==> config.mk <==
export PLATFORM = sky130hd
export DESIGN_NAME = cmd_dispatch_router
export DESIGN_NICKNAME = d
export VERILOG_FILES = /design/src/rtl/cdr_pkg.sv /design/src/rtl/cdr_unit_lookup.sv /design/src/rtl/cdr_ctrl.sv /design/src/rtl/cmd_dispatch_router.sv
export SDC_FILE = /design/constraint.sdc
export NUM_CORES = 1
export LEC_CHECK = 0
export ABC_AREA = 1
export CORE_AREA = 2 2 123 125
export DETAILED_ROUTE_END_ITERATION = 12
export DIE_AREA = 0 0 125 127
export PLACE_DENSITY = 0.83
export SLEW_MARGIN = 25
export SYNTH_ARGS = -nofsm -noshare
export SYNTH_HDL_FRONTEND = slang
export SYNTH_SLANG_ARGS = --single-unit
==> constraint.sdc <==
create_clock -name clk -period 2.72 [get_ports clk]
set_clock_uncertainty 0.05 [all_clocks]
set_input_delay 0.544 -clock clk [delete_from_list [all_inputs] [get_ports clk]]
set_output_delay 0.544 -clock clk [all_outputs]
set_load 0.01 [all_outputs]
==> src/rtl/cdr_pkg.sv <==
// Shared definitions for the overloaded command dispatch router.
// Assumes the unit field is 12 bits and the command index is 3 bits.
package cdr_pkg;
    localparam int UNIT_W = 12;
    localparam int CMD_W  = 3;

    // Handling of a command whose unit number reaches no device
    typedef enum logic [1:0] {
        FB_TRAP = 2'd0,
        FB_ZERO = 2'd1,
        FB_ONES = 2'd2
    } fallback_e;

    // Controller sequencing states
    typedef enum logic [1:0] {
        ST_IDLE  = 2'd0,
        ST_ISSUE = 2'd1,
        ST_WAIT  = 2'd2
    } ctl_state_e;
endpackage

==> src/rtl/cdr_unit_lookup.sv <==
// Unit lookup: compares a unit number with each device's configured unit.
// Reports a hit and the lowest matching device index. Unit 0 never hits,
// even if a map entry holds 0.
module cdr_unit_lookup #(
    parameter int NUM_DEV = 4,
    parameter int UNIT_W  = 12,
    parameter int IDX_W   = 2,
    parameter logic [NUM_DEV*UNIT_W-1:0] UNIT_MAP = '0
) (
    input  logic [UNIT_W-1:0] unit,
    output logic              hit,
    output logic [IDX_W-1:0]  idx
);
    logic [NUM_DEV-1:0] match;

    // One comparator for each device port
    for (genvar g = 0; g < NUM_DEV; g++) begin : g_cmp
        assign match[g] = (unit != '0) && (unit == UNIT_MAP[g*UNIT_W +: UNIT_W]);
    end

    // Priority select: the lowest matching index wins
    always_comb begin
        idx = '0;
        for (int i = NUM_DEV - 1; i >= 0; i--) begin
            if (match[i]) idx = IDX_W'(i);
        end
    end

    assign hit = |match;
endmodule

==> src/rtl/cdr_ctrl.sv <==
// Command controller: accepts one command at a time and captures its fields.
// For a known unit it issues to the chosen device and waits for the result.
// For a null or unknown unit it applies the fallback mode at once.
// Assumes the selected device's ready and response signals are pre-muxed.
module cdr_ctrl
    import cdr_pkg::*;
#(
    parameter int        XLEN     = 32,
    parameter int        IDX_W    = 2,
    parameter fallback_e FALLBACK = FB_TRAP
) (
    input  logic                  clk,
    input  logic                  rst_n,
    input  logic                  req_valid,
    output logic                  req_ready,
    input  logic [CMD_W-1:0]      req_cmd,
    input  logic [XLEN-1:0]       req_src1,
    input  logic [XLEN-1:0]       req_src2,
    input  logic                  lk_hit,
    input  logic [IDX_W-1:0]      lk_idx,
    input  logic                  sel_req_ready,
    input  logic                  sel_rsp_valid,
    input  logic [XLEN-1:0]       sel_rsp_data,
    output logic                  issue,
    output logic                  waiting,
    output logic [IDX_W-1:0]      sel_q,
    output logic [CMD_W-1:0]      cmd_q,
    output logic [XLEN-UNIT_W-1:0] data_q,
    output logic [XLEN-1:0]       src2_q,
    output logic [UNIT_W-1:0]     unit_q,
    output logic                  rsp_valid,
    output logic [XLEN-1:0]       rsp_data,
    output logic                  trap_valid,
    output logic [UNIT_W-1:0]     trap_unit
);
    ctl_state_e state;

    assign req_ready = (state == ST_IDLE);
    assign issue     = (state == ST_ISSUE);
    assign waiting   = (state == ST_WAIT);

    // Sequencing, field capture and result or trap generation
    always_ff @(posedge clk) begin
        if (!rst_n) begin
            state      <= ST_IDLE;
            sel_q      <= '0;
            cmd_q      <= '0;
            data_q     <= '0;
            src2_q     <= '0;
            unit_q     <= '0;
            rsp_valid  <= 1'b0;
            rsp_data   <= '0;
            trap_valid <= 1'b0;
            trap_unit  <= '0;
        end else begin
            rsp_valid  <= 1'b0;
            trap_valid <= 1'b0;
            case (state)
                ST_IDLE: begin
                    if (req_valid) begin
                        cmd_q  <= req_cmd;
                        data_q <= req_src1[XLEN-1:UNIT_W];
                        src2_q <= req_src2;
                        unit_q <= req_src1[UNIT_W-1:0];
                        if (lk_hit) begin
                            sel_q <= lk_idx;
                            state <= ST_ISSUE;
                        end else if (FALLBACK == FB_TRAP) begin
                            trap_valid <= 1'b1;
                            trap_unit  <= req_src1[UNIT_W-1:0];
                        end else begin
                            rsp_valid <= 1'b1;
                            rsp_data  <= (FALLBACK == FB_ONES) ? '1 : '0;
                        end
                    end
                end
                ST_ISSUE: if (sel_req_ready) state <= ST_WAIT;
                ST_WAIT: begin
                    if (sel_rsp_valid) begin
                        rsp_valid <= 1'b1;
                        rsp_data  <= sel_rsp_data;
                        state     <= ST_IDLE;
                    end
                end
                default: state <= ST_IDLE;
            endcase
        end
    end

    // a trap strobe never comes with a write-back
    assert_trap_no_wb_R6: assert property (@(posedge clk) disable iff (!rst_n)
        trap_valid |-> !rsp_valid);
endmodule

==> src/rtl/cmd_dispatch_router.sv <==
// Overloaded command dispatch router top level.
// Looks up the unit in req_src1[11:0] and hands the command to the controller.
// Fans the captured payload out to all devices, with valid/ready gated to the
// selected one, and muxes the selected device's result back.
// Assumes devices keep dev_rsp_valid low until their request is taken.
module cmd_dispatch_router
    import cdr_pkg::*;
#(
    parameter int XLEN    = 32,
    parameter int NUM_DEV = 4,
    parameter logic [NUM_DEV*UNIT_W-1:0] DEV_UNITS = {12'd4, 12'd3, 12'd2, 12'd1},
    parameter fallback_e FALLBACK = FB_TRAP
) (
    input  logic                      clk,
    input  logic                      rst_n,
    input  logic                      req_valid,
    output logic                      req_ready,
    input  logic [2:0]                req_cmd,
    input  logic [XLEN-1:0]           req_src1,
    input  logic [XLEN-1:0]           req_src2,
    output logic                      rsp_valid,
    output logic [XLEN-1:0]           rsp_data,
    output logic                      trap_valid,
    output logic [11:0]               trap_unit,
    output logic [NUM_DEV-1:0]        dev_req_valid,
    input  logic [NUM_DEV-1:0]        dev_req_ready,
    output logic [2:0]                dev_req_cmd,
    output logic [XLEN-13:0]          dev_req_data,
    output logic [XLEN-1:0]           dev_req_src2,
    input  logic [NUM_DEV-1:0]        dev_rsp_valid,
    output logic [NUM_DEV-1:0]        dev_rsp_ready,
    input  logic [NUM_DEV*XLEN-1:0]   dev_rsp_data
);
    localparam int IDX_W = (NUM_DEV > 1) ? $clog2(NUM_DEV) : 1;

    logic             lk_hit;
    logic [IDX_W-1:0] lk_idx;
    logic             issue;
    logic             waiting;
    logic [IDX_W-1:0] sel_q;
    logic [UNIT_W-1:0] unit_q;
    logic             sel_req_ready;
    logic             sel_rsp_valid;
    logic [XLEN-1:0]  sel_rsp_data;

    cdr_unit_lookup #(
        .NUM_DEV (NUM_DEV),
        .UNIT_W  (UNIT_W),
        .IDX_W   (IDX_W),
        .UNIT_MAP(DEV_UNITS)
    ) u_lookup (
        .unit(req_src1[UNIT_W-1:0]),
        .hit (lk_hit),
        .idx (lk_idx)
    );

    cdr_ctrl #(
        .XLEN    (XLEN),
        .IDX_W   (IDX_W),
        .FALLBACK(FALLBACK)
    ) u_ctrl (
        .clk          (clk),
        .rst_n        (rst_n),
        .req_valid    (req_valid),
        .req_ready    (req_ready),
        .req_cmd      (req_cmd),
        .req_src1     (req_src1),
        .req_src2     (req_src2),
        .lk_hit       (lk_hit),
        .lk_idx       (lk_idx),
        .sel_req_ready(sel_req_ready),
        .sel_rsp_valid(sel_rsp_valid),
        .sel_rsp_data (sel_rsp_data),
        .issue        (issue),
        .waiting      (waiting),
        .sel_q        (sel_q),
        .cmd_q        (dev_req_cmd),
        .data_q       (dev_req_data),
        .src2_q       (dev_req_src2),
        .unit_q       (unit_q),
        .rsp_valid    (rsp_valid),
        .rsp_data     (rsp_data),
        .trap_valid   (trap_valid),
        .trap_unit    (trap_unit)
    );

    // Per-port gating of request valid and response ready
    for (genvar g = 0; g < NUM_DEV; g++) begin : g_port
        assign dev_req_valid[g] = issue   && (sel_q == IDX_W'(g));
        assign dev_rsp_ready[g] = waiting && (sel_q == IDX_W'(g));
    end

    // Return path: pick the selected device's handshake and result
    always_comb begin
        sel_req_ready = 1'b0;
        sel_rsp_valid = 1'b0;
        sel_rsp_data  = '0;
        for (int i = 0; i < NUM_DEV; i++) begin
            if (sel_q == IDX_W'(i)) begin
                sel_req_ready = dev_req_ready[i];
                sel_rsp_valid = dev_rsp_valid[i];
                sel_rsp_data  = dev_rsp_data[i*XLEN +: XLEN];
            end
        end
    end

    // never more than one device addressed
    assert_onehot_dispatch_R2: assert property (@(posedge clk) disable iff (!rst_n)
        $onehot0(dev_req_valid));

    // a null unit is never forwarded to a device
    assert_no_null_dispatch_R6: assert property (@(posedge clk) disable iff (!rst_n)
        (|dev_req_valid) |-> (unit_q != '0));

    // the core is blocked while a device owns the command
    assert_busy_blocks_R5: assert property (@(posedge clk) disable iff (!rst_n)
        ((|dev_req_valid) || (|dev_rsp_ready)) |-> !req_ready);

    // a stalled request holds valid and payload
    assert_req_hold_R10: assert property (@(posedge clk) disable iff (!rst_n)
        (|(dev_req_valid & ~dev_req_ready)) |=>
            ($stable(dev_req_valid) && $stable(dev_req_cmd) &&
             $stable(dev_req_data) && $stable(dev_req_src2)));
endmodule

# Word-level counts from Yosys, hierarchy flattened
# Index checks and enable logic that the tools add are counted.
classes:
  eq_ne: 13
  mux: 23
  bitwise_logic: 1
  n_reduce_logical: 23
op_table:
  columns: ["operator", "n"]
  rows:
  - ["$mux 32", 4]
  - ["$eq 12x2->1 const B", 2]
  - ["$mux 2", 8]
  - ["$eq 12x1->1 const B", 1]
  - ["$eq 12x3->1 const B", 1]
  - ["$logic_and 1x1->1", 12]
  - ["$reduce_bool 12->1", 1]
  - ["$mux 1", 10]
  - ["$reduce_and 3->1", 3]
  - ["$eq 2x2->1 const B", 3]
  - ["$ne 2x1->1 const B", 3]
  - ["$pmux 2 s3", 1]
  - ["$reduce_and 2->1", 3]
  - ["$eq 2x1->1 const B", 2]
  - ["$logic_not 2->1", 2]
  - ["$reduce_and 4->1", 1]
  - ["$reduce_or 4->1", 1]
  - ["$ne 2x2->1 const B", 1]
  - ["$not 1->1", 1]
totals:
  reg_bits: 105
  in_bits: 206
  out_inout_bits: 110
  wordCells: 69

# Logic depth before layout (Yosys ltp)
# Gate-level depths: netlist of run 1.
logic_depth:
  word_depth: 7
  depth_mapped: 10
  depth_no_buf: 10

# Cells and area by module
# From an unflattened synthesis of run 1, not the netlist that was laid out.
unflattened:
  hier_cells: 975
  area_unflattened_um2: 6098.3
by_module_without_submodules:
  columns: ["mod", "instances", "cells_per_inst", "area_each_um2", "seq_area_each_um2"]
  rows:
  - ["cdr_ctrl", 1, 733, 4854.7, 2342.2]
  - ["cmd_dispatch_router", 1, 212, 1121.1, 0.0]
  - ["cdr_unit_lookup", 1, 30, 122.6, 0.0]

# Worst setup path after synthesis of run 1
# OpenSTA, ideal clock, no wires.
synth_timing:
  path_kind: "register to output"
  from: "reg u_ctrl.sel_q[0]"
  to: "out dev_req_valid[2]"
  arrival_ns: 1.275
  required_ns: 2.126
  slack_ns: 0.851
  stages_incl_launch_ff: 6
  n_path_buf: 2
  cell_sequence: "dfxtp_1 buf_2 nor2_1 clkbuf_1 inv_1 nor2_1"
synth_via:
  elab_chain_cells: 2
synth_rtl:
  columns: ["element", "line", "rtl"]
  rows:
  - ["from (decl)", "cdr_ctrl.sv:26", "output logic [IDX_W-1:0] sel_q,"]
  - ["from (signal assigned)", "cdr_ctrl.sv:66", "sel_q <= lk_idx;"]
  - ["$eq 2x2->1", "cmd_dispatch_router.sv:89", "assign dev_req_valid[g] = issue && (sel_q == IDX_W'(g));"]
  - ["$logic_and 1x1->1", "cmd_dispatch_router.sv:89", null]
  - ["to (decl)", "cmd_dispatch_router.sv:25", "output logic [NUM_DEV-1:0] dev_req_valid,"]
# No other way between the ends.

# Final worst setup path of run 1
layout_timing:
  from: "reg u_ctrl.sel_q[1]"
  to: "out dev_req_valid[2]"
# The elaborated chain is that of the path after synthesis.

==> results.md, run 1 <==
| Item | This run | Unit |
| --- | --- | --- |
| Clock-pin slew on the worst setup and hold paths | 0.07 | ns |
| Vias per cell | 4.867 | - |
| Number of antenna violations at the first check in global routing | 0 | - |
| CP Max Fanout | 9 | - |
| Row cnt | 44 | - |
| Number of inserted filler cells in the final layout | 1319 | - |
| Cts hold-fix bufs | 0 | - |
| Worst slew pin tran | 0.5229 | ns |
| Worst-case headroom to the max-slew limit | 65.10 | % |
| Diodes inserted | 0 | - |
| Hold path cells | 2 | - |
| CTS tree | yes | - |
| CTS H-Tree Depth | 3 | - |
| Die Wd | 125 | um |
| Residual DRC | 0 | - |
| Worst IR Drop VDD | 0.3698 | mV |
| Max-cap check violation count | 0 | - |
| Total Routing Usage GR | 21.85 | % |
| Core Region | 0.01442 | mm2 |
| Share of layout cells above drive strength 1 | 4.444 | % |
| Number of top-level design ports | 316 | - |
| CTS sink count | 105 | - |
| Via count of the routed design | 5714 | - |
| Number of failing hold endpoints at the final stage | 0 | - |
| Clk_lat worst skew | 0.34 | ns |
| Critical path required time | 2.13 | ns |
| CTS max path bufs | 2 | - |
| Outcome | finished, final reports clean | - |
| Startpoint Class | register | - |
| Most frequent standard cell in the layout excluding fill and tap cells | sky130_fd_sc_hd__clkdlybuf4s50_1 | - |
| Final WL | 17790 | um |
| Weighted congestion at the end of routability-driven global placement | 0.8719 | - |
| Cell area after synthesis | 0.004688 | mm2 |
| Number of global-route vias before repair | 5568 | - |
| Number of setup violations in the final report | 0 | - |
| Number of buffers created by CTS | 9 | - |
| Final Net Count | 1191 | - |
| Commonest cells after routing, fill and taps aside | sky130_fd_sc_hd__clkdlybuf4s50_1, sky130_fd_sc_hd__nand2_1, sky130_fd_sc_hd__nor2_1, sky130_fd_sc_hd__dfxtp_1, sky130_fd_sc_hd__nand3_1 | - |
| Cell Pwr Density | 428.2 | mW/mm2 |
| Net Count, Synth | 896 | - |
| Worst min path class | register to register | - |
| Yosys warning total | 0 | - |
| Global-route wire length before repair | 28150 | um |
| Post-CTS Setup Bufs | 0 | - |
| Flip-flop and latch count after synthesis | 105 | - |
| Area taken by flip-flops and latches | 0.002102 | mm2 |
| P&R area growth vs syn | 76.67 | % |
| Half-perimeter wire length of the detailed placement result | 13670 | um |
| Number of iterations in the first detailed-routing pass | 4 | - |
| Final worst-path cycle share | 94.61 | % |
| Die extent in y | 127 | um |
| Min-Delay Startpoint | u_ctrl.trap_unit[11] | - |
| Final standard cell count with taps included and fillers excluded | 1174 | - |
| Number of cell instances on the worst register-to-register path | 7 | - |
| Proportion of synthesized chip area in sequential cells | 44.84 | % |
| RSZ-0062 raised after global routing | false | - |
| Post-route minimum period | 2.573 | ns |
| End-of-flow core utilization | 57.43 | % |
| Port bufs | 315 | - |
| Effective utilization at floorplan | 32.50 | % |
| Number of cells upsized or downsized after cts | 0 | - |
| Start of the worst register-to-register path | u_ctrl.sel_q[0] | - |
| Final global-route overflow total | 0 | - |
| Placement-stage cell area | 0.008003 | mm2 |
| CP Data Arrival Time | 1.98 | ns |
| Pin count of the biggest net entering global routing | 64 | - |
| Lkg Pwr | 3.369 | nW |
| Multi-input combinational cell area | 0.002322 | mm2 |
| Crit path kind | register to primary output | - |
| Antenna violation net count after detailed routing | 0 | - |
| R2R setup slack | 0.75 | ns |
| Number of pins exceeding their max-slew limit in the final report | 0 | - |
| Reg2Reg Capture Point | u_ctrl.rsp_data[8] | - |
| Clock root buffer master | sky130_fd_sc_hd__clkbuf_16 | - |
| Finished layout cell area | 0.008283 | mm2 |
| Total Neg Setup Slack | 0 | ns |
| Endpoint class of the critical path | primary output | - |
| Per-cell routed wire length | 15.16 | um |
| Average footprint of a synthesized cell | 6.795 | um2 |
| Endpoint of the worst hold path | u_ctrl.trap_unit[11] | - |
| Maximum clock frequency | 388.6 | MHz |
| Cell count after placement | 1158 | - |
| Cells after Synth | 690 | - |
| Total Die Area | 0.01588 | mm2 |
| Count of cell types in the netlist | 24 | - |
| Number of DRC violations after detailed-routing iteration 0 | 323 | - |
-- flip-flops by register name, summed over array words and instances (netlist names) --
signal             cells
u_ctrl.data_q         20
u_ctrl.trap_unit      12
u_ctrl.src2_q         32
u_ctrl.sel_q           2
u_ctrl.rsp_data       32
u_ctrl.cmd_q           3
u_ctrl.rsp_valid       1
u_ctrl.state           2
u_ctrl.trap_valid      1
-- metrics by stage --
| step | hold slack, ns | setup slack, ns | total power (W) |
|---|---|---|---|
| floorplan | 0.4340 | 0.8509 | 0.001867 |
| global placement | 0.3999 | 0.5473 | 0.002338 |
| detailed placement | 0.4093 | 0.4887 | 0.002347 |
| CTS | 0.4208 | 0.1427 | 0.003588 |
| global route | 0.4393 | 0.05194 | 0.003695 |
| finish | 0.4186 | 0.1466 | 0.003547 |
-- report_power, final --
group          internal, W  switching [W]  leakage, nW
Combinational     0.000433       0.000236         2.38
Sequential         0.00161      0.0000349        0.863
Clock             0.000633       0.000604        0.127
-- worst max-delay path by stage --
stage	start	to	depth (start not counted)
3_5_place_dp	req_src1[8]	u_ctrl.trap_unit[10]	8
6_report	u_ctrl.sel_q[1]	dev_req_valid[2]	5
4_1_cts	u_ctrl.sel_q[1]	dev_req_valid[2]	5
5_1_grt	u_ctrl.sel_q[1]	dev_req_valid[2]	5
2_1_floorplan	u_ctrl.sel_q[0]	dev_req_valid[2]	5
3_3_place_gp	req_src1[8]	u_ctrl.trap_unit[7]	8
-- cell families after synthesis --
group                  synth area share [%]
flip-flops                            44.84
AND/OR/NAND/NOR                       38.64
buffers and inverters                 5.685
AO/OA/AOI/OAI                         10.84
-- critical path: stages (launching register included) --
cell and delay, ns:
sky130_fd_sc_hd__dfxtp_1 0.58, sky130_fd_sc_hd__inv_2 0.12, sky130_fd_sc_hd__nor2_2 0.12, sky130_fd_sc_hd__inv_1 0.06
sky130_fd_sc_hd__nor2_1 0.18, sky130_fd_sc_hd__clkdlybuf4s50_1 0.57
-- cell type report --
type | count | share of cell area [%]
repair buffers | 333 | 39.79
multi-input cells | 522 | 28.04
flip-flops and latches | 105 | 25.38
well taps | 184 | 2.779
clock buffers | 10 | 2.764
inverters | 14 | 0.6344
clock inverters | 6 | 0.6193
-- per-layer routing --
metal	vias to the layer above	GRT usage, %	wire length (um)
li1	2863	-	-
met1	2543	24.86	6885
met2	274	36.99	8412
met3	34	9.087	2042
met4	0	7.908	451
met5	-	0	0
-- cells in the mapped netlist --
cell | n | area, um2
sky130_fd_sc_hd__nand4_1 | 31 | 193.9
sky130_fd_sc_hd__nand3_1 | 71 | 355.3
sky130_fd_sc_hd__buf_4 | 4 | 30.03
sky130_fd_sc_hd__clkinv_1 | 1 | 3.750
sky130_fd_sc_hd__inv_2 | 3 | 11.26
sky130_fd_sc_hd__nor3_1 | 1 | 5.000
sky130_fd_sc_hd__o21ai_0 | 48 | 240.2
sky130_fd_sc_hd__o211ai_1 | 13 | 97.59
sky130_fd_sc_hd__nand2_1 | 176 | 660.6
sky130_fd_sc_hd__o21ai_1 | 21 | 105.1
sky130_fd_sc_hd__buf_1 | 5 | 18.77
sky130_fd_sc_hd__dfxtp_1 | 105 | 2102
sky130_fd_sc_hd__nor2_1 | 139 | 521.8
sky130_fd_sc_hd__a21oi_1 | 13 | 65.06
sky130_fd_sc_hd__nor2_4 | 2 | 22.52
sky130_fd_sc_hd__nand2_2 | 1 | 6.260
sky130_fd_sc_hd__or2_1 | 1 | 6.260
sky130_fd_sc_hd__nand3_2 | 2 | 20.02
sky130_fd_sc_hd__and3_1 | 1 | 6.260
sky130_fd_sc_hd__buf_2 | 12 | 60.06
sky130_fd_sc_hd__clkbuf_1 | 28 | 105.1
sky130_fd_sc_hd__nor2_2 | 1 | 6.260
sky130_fd_sc_hd__nand3b_1 | 1 | 7.510
sky130_fd_sc_hd__inv_1 | 10 | 37.54
(Power assumes the default switching activity.)
==> run 2: changes to the inputs <==
==> constraint.sdc (replaced) <==
create_clock -name clk -period 3 [get_ports clk]
set_clock_uncertainty 0.05 [all_clocks]
set_input_delay 0.6 -clock clk [delete_from_list [all_inputs] [get_ports clk]]
set_output_delay 0.6 -clock clk [all_outputs]
set_load 0.01 [all_outputs]
==> results.md, run 2 (synthesized netlist as in run 1, its figures left out) <==
| Item | This run | Unit |
| --- | --- | --- |
| Worst IR Drop VDD | 0.3354 | mV |
| Row cnt | 44 | - |
| CTS sink count | 105 | - |
| Diodes inserted | 0 | - |
| Clk_lat worst skew | 0.34 | ns |
| Final global-route overflow total | 0 | - |
| Weighted congestion at the end of routability-driven global placement | 0.8526 | - |
| Antenna violation net count after detailed routing | 0 | - |
| Number of global-route vias before repair | 5553 | - |
| Cell count after placement | 1152 | - |
| Vias per cell | 4.876 | - |
| Clock root buffer master | sky130_fd_sc_hd__clkbuf_16 | - |
| Post-route worst setup slack | 0.2471 | ns |
| Commonest cells after routing, fill and taps aside | sky130_fd_sc_hd__clkdlybuf4s50_1, sky130_fd_sc_hd__nand2_1, sky130_fd_sc_hd__nor2_1, sky130_fd_sc_hd__dfxtp_1, sky130_fd_sc_hd__nand3_1 | - |
| Number of buffers created by CTS | 9 | - |
| Port bufs | 315 | - |
| Worst slack after detailed placement | 0.3829 | ns |
| List of cells traversed by the critical path | nand2_2 > nor2_1 > clkdlybuf4s50_1 | - |
| Met3 Track Usage GR | 8.920 | % |
| Min-Delay Startpoint | u_ctrl.trap_unit[5] | - |
| Number of iterations in the first detailed-routing pass | 6 | - |
| Cts hold-fix bufs | 0 | - |
| Per-cell routed wire length | 15.36 | um |
| Worst-case headroom to the max-slew limit | 42.12 | % |
| Residual DRC | 0 | - |
| Met1 track demand over resource | 24.81 | % |
| CTS H-Tree Depth | 3 | - |
| Slowest Stage Delay on Critical Path | 0.72 | ns |
| Registers with the highest flip-flop counts | u_ctrl.rsp_data (32), u_ctrl.src2_q (32), u_ctrl.data_q (20) | - |
| Half-perimeter wire length of the detailed placement result | 13690 | um |
| Multi-input combinational cell area | 0.002322 | mm2 |
| P&R area growth vs syn | 76.11 | % |
| Peak-usage layer in the global routing report | met2 | - |
| Lkg Pwr | 3.360 | nW |
| Total Die Area | 0.01588 | mm2 |
| Effective utilization at floorplan | 32.50 | % |
| CTS tree | yes | - |
| Final WL | 17950 | um |
| End-of-flow core utilization | 57.24 | % |
| Number of antenna violations at the first check in global routing | 0 | - |
| Final worst-path cycle share | 91.76 | % |
| Final standard cell count with taps included and fillers excluded | 1168 | - |
| RSZ-0062 raised after global routing | false | - |
| Number of top-level design ports | 316 | - |
| Crit path kind | register to primary output | - |
| Number of setup violations in the final report | 0 | - |
| CP Max Fanout | 12 | - |
| Maximum clock frequency | 363.3 | MHz |
| Cell Pwr Density | 397.1 | mW/mm2 |
| Most frequent standard cell in the layout excluding fill and tap cells | sky130_fd_sc_hd__clkdlybuf4s50_1 | - |
| Worst slew pin tran | 0.8683 | ns |
| Via count of the routed design | 5695 | - |
| Total Routing Usage GR | 21.87 | % |
| Number of pins exceeding their max-slew limit in the final report | 0 | - |
| Die extent in y | 127 | um |
| CP Data Arrival Time | 2.10 | ns |
| Global-route wire length before repair | 28090 | um |
| Clock-pin slew on the worst setup and hold paths | 0.07 | ns |
| Number of inserted filler cells in the final layout | 1339 | - |
| Max-cap check violation count | 0 | - |
| Total Neg Setup Slack | 0 | ns |
| Worst setup path start | u_ctrl.sel_q[1] | - |
| Met2 routing resource usage after global routing | 37.31 | % |
| Start of the worst register-to-register path | u_ctrl.sel_q[1] | - |
| Post-CTS Setup Bufs | 0 | - |
| Share of layout cells above drive strength 1 | 3.963 | % |
| Overall power | 0.003279 | W |
| Area taken by flip-flops and latches | 0.002102 | mm2 |
| Worst min path class | register to register | - |
| Number of DRC violations after detailed-routing iteration 0 | 366 | - |
| Final Net Count | 1185 | - |
| Number of cells upsized or downsized after cts | 0 | - |
| Endpoint class of the critical path | primary output | - |
| Pin count of the biggest net entering global routing | 92 | - |
| Critical path required time | 2.35 | ns |
| Startpoint Class | register | - |
| Outcome | finished, final reports clean | - |
| CTS max path bufs | 2 | - |
| Die Wd | 125 | um |
| Number of failing hold endpoints at the final stage | 0 | - |
| Slowest cell on crit path | sky130_fd_sc_hd__dfxtp_1 | - |
| Post-route minimum period | 2.753 | ns |
| Core Region | 0.01442 | mm2 |
-- run 2: worst paths after layout --
path | endpoint | slack [ns] | cells after the start
max | dev_req_valid[3] | 0.25 | 3
min | u_ctrl.trap_unit[5] | 0.41 | 2
max reg2reg | u_ctrl.rsp_data[26] | 0.69 | 7
min reg2reg | u_ctrl.trap_unit[5] | 0.41 | 2
-- run 2: routing by layer --
metal / vias up / wire length [um] / part of all wire, %
met2: 244 / 8575 / 48
met3: 36 / 1978 / 11
met5: - / 0 / 0
met4: 0 / 487 / 2.7
li1: 2851 / - / -
met1: 2564 / 6905 / 38
-- run 2: through the flow --
| step | instance area (um2) | hold slack (ns) |
|---|---|---|
| floorplan | 4688 | 0.4340 |
| global placement | 7958 | 0.3998 |
| detailed placement | 7958 | 0.4075 |
| CTS | 8257 | 0.4187 |
| global route | 8257 | 0.4350 |
| finish | 8257 | 0.4149 |
-- run 2: area by class of cell --
cell class | count | share of cell area (%)
clock buffers | 9 | 2.728
clock inverters | 7 | 0.8941
inverters | 14 | 0.6365
multi-input cells | 522 | 28.13
flip-flops and latches | 105 | 25.46
well taps | 184 | 2.788
repair buffers | 327 | 39.37
-- run 2: critical path, delay by kind of cell (launching register included) --
family                 cells  cell delay (ns)
flip-flops                 1             0.72
buffers and inverters      1             0.55
AND/OR/NAND/NOR            2             0.50
-- run 2: power by group --
group	leakage (nW)	total, W	switching [W]	internal [W]
sequential	0.863	0.00149	0.0000313	0.00146
combinational	2.35	0.000605	0.000213	0.000392
clock	0.147	0.00119	0.000533	0.000654
total	3.36	0.00328	0.000778	0.00250
